File: src/rtl/dac_cmd_pkg.sv
package dac_cmd_pkg;

    localparam logic [7:0] ASCII_LF   = 8'h0A;
    localparam logic [7:0] ASCII_ZERO = 8'h30;
    localparam logic [7:0] ASCII_NINE = 8'h39;

    typedef enum logic [1:0] {
        TX_IDLE,
        TX_SHIFT,
        TX_TAIL,
        TX_GAP
    } tx_state_t;

    // Per-line condition bits collected while characters arrive
    typedef struct packed {
        logic drop;   // line exceeded the buffer, discard until line feed
        logic bad;    // a non-digit character was seen
        logic big;    // value went past the code range
    } line_flags_t;

    function automatic logic is_digit(input logic [7:0] c);
        return (c >= ASCII_ZERO) && (c <= ASCII_NINE);
    endfunction

    function automatic logic [3:0] digit_val(input logic [7:0] c);
        logic [7:0] d;
        d = c - ASCII_ZERO;
        return d[3:0];
    endfunction

endpackage

File: src/rtl/dac_line_parser.sv
module dac_line_parser
    import dac_cmd_pkg::*;
#(
    parameter int CODE_W   = 16,
    parameter int LINE_LEN = 16
) (
    input  logic              clk,
    input  logic              rst,
    input  logic [7:0]        rx_data,
    input  logic              rx_valid,
    output logic              push_o,
    output logic [CODE_W-1:0] code_o,
    output logic              ovf_o
);

    localparam int CNT_W = $clog2(LINE_LEN + 1);
    localparam int ACC_W = CODE_W + 4;
    localparam logic [ACC_W-1:0] CODE_MAX = {4'b0000, {CODE_W{1'b1}}};

    logic [CNT_W-1:0]  cnt;
    logic [CODE_W-1:0] acc;
    line_flags_t       flags;
    logic [ACC_W-1:0]  prod;
    logic              is_lf;
    logic              full;

    always_comb begin
        prod  = ({4'b0000, acc} << 3) + ({4'b0000, acc} << 1)
              + ACC_W'(digit_val(rx_data));
        is_lf = (rx_data == ASCII_LF);
        full  = (cnt == CNT_W'(LINE_LEN));
    end

    always_ff @(posedge clk) begin
        if (rst) begin
            cnt    <= '0;
            acc    <= '0;
            flags  <= '0;
            push_o <= 1'b0;
            code_o <= '0;
            ovf_o  <= 1'b0;
        end else begin
            push_o <= 1'b0;
            ovf_o  <= 1'b0;
            if (rx_valid) begin
                if (flags.drop) begin
                    if (is_lf) begin
                        cnt   <= '0;
                        acc   <= '0;
                        flags <= '0;
                    end
                end else if (is_lf) begin
                    push_o <= (cnt != '0) && !flags.bad && !flags.big;
                    code_o <= acc;
                    cnt    <= '0;
                    acc    <= '0;
                    flags  <= '0;
                end else if (full) begin
                    ovf_o      <= 1'b1;
                    flags.drop <= 1'b1;
                end else begin
                    cnt <= cnt + 1'b1;
                    if (!is_digit(rx_data)) begin
                        flags.bad <= 1'b1;
                    end else if (prod > CODE_MAX) begin
                        flags.big <= 1'b1;
                    end else if (!flags.big) begin
                        acc <= prod[CODE_W-1:0];
                    end
                end
            end
        end
    end

endmodule

File: src/rtl/dac_code_fifo.sv
module dac_code_fifo #(
    parameter int CODE_W = 16,
    parameter int DEPTH  = 4
) (
    input  logic              clk,
    input  logic              rst,
    input  logic              push,
    input  logic [CODE_W-1:0] wdata,
    input  logic              pop,
    output logic [CODE_W-1:0] rdata,
    output logic              empty
);

    localparam int AW = $clog2(DEPTH);

    logic [CODE_W-1:0] mem [DEPTH];
    logic [AW:0]       wptr;
    logic [AW:0]       rptr;
    logic              full;

    always_comb begin
        empty = (wptr == rptr);
        full  = (wptr[AW] != rptr[AW]) && (wptr[AW-1:0] == rptr[AW-1:0]);
        rdata = mem[rptr[AW-1:0]];
    end

    always_ff @(posedge clk) begin
        if (push && !full) begin
            mem[wptr[AW-1:0]] <= wdata;
        end
    end

    always_ff @(posedge clk) begin
        if (rst) begin
            wptr <= '0;
            rptr <= '0;
        end else begin
            if (push && !full) wptr <= wptr + 1'b1;
            if (pop && !empty) rptr <= rptr + 1'b1;
        end
    end

endmodule

File: src/rtl/dac_spi_tx.sv
module dac_spi_tx
    import dac_cmd_pkg::*;
#(
    parameter int WORD_W = 16,
    parameter int HALF   = 2
) (
    input  logic              clk,
    input  logic              rst,
    input  logic              start,
    input  logic [WORD_W-1:0] data,
    output logic              ready,
    output logic              sclk,
    output logic              mosi,
    output logic              cs_n
);

    localparam int TW = $clog2(2 * HALF + 1);
    localparam int BW = $clog2(WORD_W);
    localparam logic [TW-1:0] HALF_LAST = TW'(HALF - 1);
    localparam logic [TW-1:0] GAP_LAST  = TW'(2 * HALF - 1);
    localparam logic [BW-1:0] BIT_LAST  = BW'(WORD_W - 1);

    tx_state_t         state;
    logic [WORD_W-1:0] shreg;
    logic [BW-1:0]     bitcnt;
    logic [TW-1:0]     tcnt;

    always_comb begin
        ready = (state == TX_IDLE);
        mosi  = !cs_n && shreg[WORD_W-1];
    end

    always_ff @(posedge clk) begin
        if (rst) begin
            state  <= TX_IDLE;
            shreg  <= '0;
            bitcnt <= '0;
            tcnt   <= '0;
            sclk   <= 1'b0;
            cs_n   <= 1'b1;
        end else begin
            case (state)
                TX_IDLE: begin
                    if (start) begin
                        shreg  <= data;
                        bitcnt <= '0;
                        tcnt   <= '0;
                        cs_n   <= 1'b0;
                        state  <= TX_SHIFT;
                    end
                end
                TX_SHIFT: begin
                    if (tcnt == HALF_LAST) begin
                        tcnt <= '0;
                        if (!sclk) begin
                            sclk <= 1'b1;
                        end else begin
                            sclk <= 1'b0;
                            if (bitcnt == BIT_LAST) begin
                                state <= TX_TAIL;
                            end else begin
                                bitcnt <= bitcnt + 1'b1;
                                shreg  <= shreg << 1;
                            end
                        end
                    end else begin
                        tcnt <= tcnt + 1'b1;
                    end
                end
                TX_TAIL: begin
                    if (tcnt == HALF_LAST) begin
                        tcnt  <= '0;
                        cs_n  <= 1'b1;
                        state <= TX_GAP;
                    end else begin
                        tcnt <= tcnt + 1'b1;
                    end
                end
                TX_GAP: begin
                    if (tcnt == GAP_LAST) begin
                        tcnt  <= '0;
                        state <= TX_IDLE;
                    end else begin
                        tcnt <= tcnt + 1'b1;
                    end
                end
                default: state <= TX_IDLE;
            endcase
        end
    end

endmodule

File: src/rtl/dac_cmd_writer.sv
module dac_cmd_writer #(
    parameter int CODE_W      = 16,
    parameter int LINE_LEN    = 16,
    parameter int QUEUE_DEPTH = 4,
    parameter int SCLK_HALF   = 2
) (
    input  logic       clk,
    input  logic       rst,
    input  logic [7:0] rx_data,
    input  logic       rx_valid,
    output logic       spi_sclk,
    output logic       spi_mosi,
    output logic       spi_cs_n,
    output logic       busy,
    output logic       overflow
);

    logic              line_push;
    logic [CODE_W-1:0] line_code;
    logic [CODE_W-1:0] q_code;
    logic              q_empty;
    logic              tx_ready;
    logic              tx_start;

    dac_line_parser #(
        .CODE_W   (CODE_W),
        .LINE_LEN (LINE_LEN)
    ) u_parser (
        .clk      (clk),
        .rst      (rst),
        .rx_data  (rx_data),
        .rx_valid (rx_valid),
        .push_o   (line_push),
        .code_o   (line_code),
        .ovf_o    (overflow)
    );

    dac_code_fifo #(
        .CODE_W (CODE_W),
        .DEPTH  (QUEUE_DEPTH)
    ) u_queue (
        .clk   (clk),
        .rst   (rst),
        .push  (line_push),
        .wdata (line_code),
        .pop   (tx_start),
        .rdata (q_code),
        .empty (q_empty)
    );

    assign tx_start = tx_ready && !q_empty;

    dac_spi_tx #(
        .WORD_W (CODE_W),
        .HALF   (SCLK_HALF)
    ) u_tx (
        .clk   (clk),
        .rst   (rst),
        .start (tx_start),
        .data  (q_code),
        .ready (tx_ready),
        .sclk  (spi_sclk),
        .mosi  (spi_mosi),
        .cs_n  (spi_cs_n)
    );

    assign busy = !q_empty || !tx_ready;

endmodule

File: config.mk
export PLATFORM = sky130hd
export DESIGN_NAME = dac_cmd_writer
export DESIGN_NICKNAME = d
export VERILOG_FILES = /design/src/rtl/dac_cmd_pkg.sv /design/src/rtl/dac_line_parser.sv /design/src/rtl/dac_code_fifo.sv /design/src/rtl/dac_spi_tx.sv /design/src/rtl/dac_cmd_writer.sv
export SDC_FILE = /design/constraint.sdc
export NUM_CORES = 1
export LEC_CHECK = 0
export BUFFER_PORTS_ARGS = -buffer_cell sky130_fd_sc_hd__buf_2
export CAP_MARGIN = 15
export CORE_ASPECT_RATIO = 0.9
export CORE_UTILIZATION = 45
export DETAILED_ROUTE_END_ITERATION = 8
export RECOVER_POWER = 100
export SYNTH_ARGS = -nofsm -noshare
export SYNTH_HDL_FRONTEND = slang
export SYNTH_SLANG_ARGS = --single-unit
File: constraint.sdc
create_clock -name clk -period 6.71 [get_ports clk]
set_input_delay 0.671 -clock clk [delete_from_list [all_inputs] [get_ports clk]]
set_output_delay 0.671 -clock clk [all_outputs]
set_load 0.005 [all_outputs]
==> results.rst <==
.. list-table::
   :header-rows: 1

   * - Metric
     - Value
   * - Share of flip-flops with an asynchronous set or reset after synthesis
     - 0%
   * - Total number of cells along the worst setup path
     - 8
   * - First-pass DRT Iterations
     - 4
   * - Proportion of synthesized chip area in sequential cells
     - about half
   * - Cell chosen for the clock root
     - clkbuf_16
   * - Synthesis-stage register bit count
     - between 100 and 150
   * - Count of cell types in the netlist
     - a little over 50
   * - Cell types with the highest counts after synthesis
     - 77 x dfxtp_1, 64 x edfxtp_1, 63 x nand2_1
   * - Wire length of the first global-routing pass
     - roughly 22 mm
   * - Reg-to-reg startpoint
     - u_parser.acc[0]$_SDFFE_PP0P_
   * - Number of enable flip-flop cells after synthesis
     - 64
   * - Largest cells by area after synthesis
     - edfxtp_1 28%, dfxtp_1 23%, ha_1 8.8%
   * - Required time worst endpoint
     - roughly 7.0 ns
   * - TritonCTS clock tree
     - built
   * - Launch point of the worst path
     - rx_data[0]
   * - CTS clk-pin slew, worst paths
     - 0.06 ns
   * - Flip-flop cell with the highest count after synthesis
     - dfxtp_1
   * - DIE AREA
     - 0.0156 mm²
   * - Via count normalized by instance count
     - roughly 5.3
   * - Total number of clock tree sinks
     - between 100 and 150
   * - Gr ovfl total
     - 0
   * - Overall track demand over capacity in global routing
     - 17.6%
   * - Average cell area after synthesis
     - around 11 µm²
   * - Post-Route Skew
     - approximately 0.012 ns
   * - Max incr delay on CP
     - about 1.3 ns
   * - Count leader, synth
     - dfxtp_1
   * - Crit path max fanout
     - 16
   * - Startpoint type of the worst setup path
     - input pin
   * - Drt initial violations
     - approximately 190
   * - Run status
     - finished with violations
   * - Fraction of final layout cells with drive strength greater than 1
     - 10.8%
   * - Most area-hungry cell type in the Yosys netlist
     - edfxtp_1
   * - Setup crit end kind
     - flip-flop
   * - Number of warnings reported in the yosys synthesis log
     - 0
   * - RSZ-0062 raised after global routing
     - false
   * - Min-delay src
     - u_parser.cnt[1]$_SDFFE_PP0P_
   * - Effective utilization at floorplan
     - a little under half
   * - Worst-path cell chain
     - clkbuf_1 > or4b_2 > nor4b_1 > nand2_2 > nand2_1 > or4b_1 > o31ai_2 > mux2_2
   * - Routed via count
     - between 4000 and 5000
   * - Number of nets produced by synthesis
     - 668
   * - Count of instances resized after the clock tree is built
     - 0
   * - Max-Cap Viols
     - 1
   * - Area of all placed cells without fillers
     - 0.00767 mm²
   * - Worst relative slew slack
     - -12.8%
   * - Max Buffers Root-to-Sink
     - 2
   * - Clock latency at the later pin of the worst-skew pair
     - between 0.4 and 0.5 ns
   * - Vias in the first global route
     - roughly 4400
   * - Cells on worst reg2reg path
     - 11
   * - Violated checks
     - capacitance limit, slew limit
   * - Number of placement rows
     - 42
   * - Worst min path class
     - reg2reg
   * - Cell area after synthesis
     - between 0.006 and 0.007 mm²
   * - Post-placement cell area
     - about 0.007 mm²
   * - Avg WL per Cell
     - between 10 and 15 µm
   * - Buffers and inverters on the worst path
     - 1
   * - Number of standard cells after synthesis
     - 607
   * - Floorplan die height
     - between 100 and 150 µm
   * - Number of antenna-violating nets in the routed design
     - 0
   * - Worst R2R End
     - u_parser.acc[13]$_SDFFE_PP0P_
   * - Total routed wirelength
     - ~13 mm
   * - Core Area
     - 0.0147 mm²
   * - IR drop worst, VDD
     - approximately 150 µV
   * - Fin Setup TNS
     - 0 ns
   * - Crit path max-delay family
     - simple AND/OR/NAND/NOR gates
   * - Arrival time at the worst endpoint
     - between 5 and 6 ns
   * - IO Port Bufs
     - 15
   * - # Post-CTS Setup Buffers
     - 0
   * - Hold buffer count at cts
     - 0
   * - Final critical delay including setup and external delays
     - 4.97 ns
   * - Count of final max-slew check failures
     - 17
   * - Measured slew at the worst slew-check pin
     - around 1.7 ns
   * - Final cycle utilization of the critical path
     - 74.0%
   * - Antenna cell count
     - 0
   * - Weighted congestion at the end of routability-driven global placement
     - between 0.8 and 0.9
   * - Initial antenna violation count
     - 0
   * - Post-route DRC
     - 0
   * - Number of hold-slack violations in the final timing report
     - 0
   * - Achievable frequency
     - around 0.2 GHz
   * - Portion of synthesized cell area occupied by the leading cell type
     - between 20% and 30%
   * - Total clock buffers created by CTS
     - 17
   * - Number of nets at the end of the flow
     - 684
   * - Reg-to-reg slack, setup
     - between 1.5 and 2 ns
   * - Pleak
     - roughly 0.0029 µW
   * - Final number of setup-violating endpoints
     - 0
   * - Die X
     - 132 µm
   * - Cell Pwr Density
     - a little over 300 mW/mm²
   * - I/O Pins
     - 16
   * - Placed wire-length estimate after detailed placement
     - roughly 8.6 mm
   * - Crit path max-delay cell type
     - o31ai_2
   * - Area delta synth->final
     - 12.8%
   * - Maximum number of pins on one net before global-route repair
     - 69
   * - Termination of the worst setup path
     - u_parser.acc[13]$_SDFFE_PP0P_
   * - Critical Setup Path Class
     - in2reg
   * - # H-tree levels
     - 4
layer usage:
layer / global-route usage (%) / up-vias / routed length, µm
met2: 28.6 / 54 / 5800
met3: 3.52 / 10 / 337
met1: 23.4 / 2140 / 6200
met4: 6.32 / 0 / 170
met5: 0 / - / 0
li1: - / 2216 / -
through the flow:
stage	hold slack [ns]	std cells	setup WS [ns]	power [µW]	utilization, %
floorplan	0.438	607	2.85	1280	-
global placement	0.457	801	2.05	1360	48.0
detailed placement	0.471	801	1.97	1370	48.0
CTS	0.488	833	2.38	2340	52.2
global route	0.518	834	1.39	2450	52.1
finish	0.496	834	1.74	2330	52.1
state kept, by name, indices dropped and copies added (netlist names), named ones only:
signal           count
u_parser.ovf_o       1
u_parser.flags       3
u_queue.wptr         3
u_tx.cs_n            1
u_tx.shreg          16
u_queue.rptr         3
u_tx.tcnt            3
u_queue.mem         64
u_parser.code_o     16
u_parser.push_o      1
u_tx.state           2
u_tx.sclk            1
u_parser.acc        16
u_tx.bitcnt          4
u_parser.cnt         5
power by group:
part / leakage, µW / switching, µW / total, µW / internal, µW
registers: 0.00124 / 39.1 / 986 / 947
clock network: 0.000297 / 344 / 975 / 631
logic: 0.00133 / 209 / 371 / 163
total: 0.00288 / 592 / 2330 / 1740
worst min-delay path by stage:
stage	cells past startpoint	endpoint	slack, ns
global placement	2	u_parser.flags[1]$_SDFFE_PP0P_	0.46
floorplan	2	u_parser.flags[1]$_SDFFE_PP0P_	0.44
finish	2	u_parser.cnt[1]$_SDFFE_PP0P_	0.50
global route	2	u_tx.shreg[5]$_SDFFE_PP0P_	0.52
CTS	2	u_parser.flags[1]$_SDFFE_PP0P_	0.49
detailed placement	2	u_parser.flags[1]$_SDFFE_PP0P_	0.47
worst reg2reg max path, cell delays in order (launching register included):
cell      delay [ns]
dfxtp_1         0.40
inv_1           0.08
fa_1            0.56
inv_1           0.06
ha_1            0.31
a211oi_1        0.30
o211ai_1        0.17
a21boi_0        0.45
nor2_1          0.14
or4b_1          0.51
o31ai_2         1.31
mux2_2          0.44
placed cells by master, fill, tap and decap left out, types with 3 or more instances in the layout:
cell type,instances
nor2_1,56
a21oi_1,41
and2_0,7
o21ai_0,12
buf_2,12
ha_1,48
nand3_1,11
o21bai_1,5
a211oi_1,20
a21o_1,3
nor2b_1,5
inv_1,23
o211ai_1,3
xnor2_1,12
clkbuf_1,6
bufinv_16,4
xor2_1,12
clkbuf_16,17
mux4_2,16
nand2_1,64
edfxtp_1,64
nand4_1,8
mux2i_1,34
nand2b_1,29
clkinv_2,3
dfxtp_1,77
nor3_1,5
cells by family (layout without fill, tap and decap cells):
group,Yosys count,in the layout,share of synthesized area (%)
xor gates and xnor gates,24,24,3.09
adders and majority gates,50,50,9.42
DFF,141,141,50.9
and+or+nand+nor,197,197,14.1
buffers and inverters,45,74,2.59
AOI/OAI and AO/OA,99,99,9.37
muxes,51,51,10.5
area by class of cell:
type / instances / area [µm²]
Multi-Input combinational cell: 421 / 3130
Tap cell: 198 / 248
Timing Repair Buffer: 19 / 119
Clock inverter: 11 / 168
Clock buffer: 21 / 450
Sequential cell: 141 / 3460
Fill cell: 1318 / 7050
Inverter: 23 / 86.3
Power figures use the tool's default switching activity.
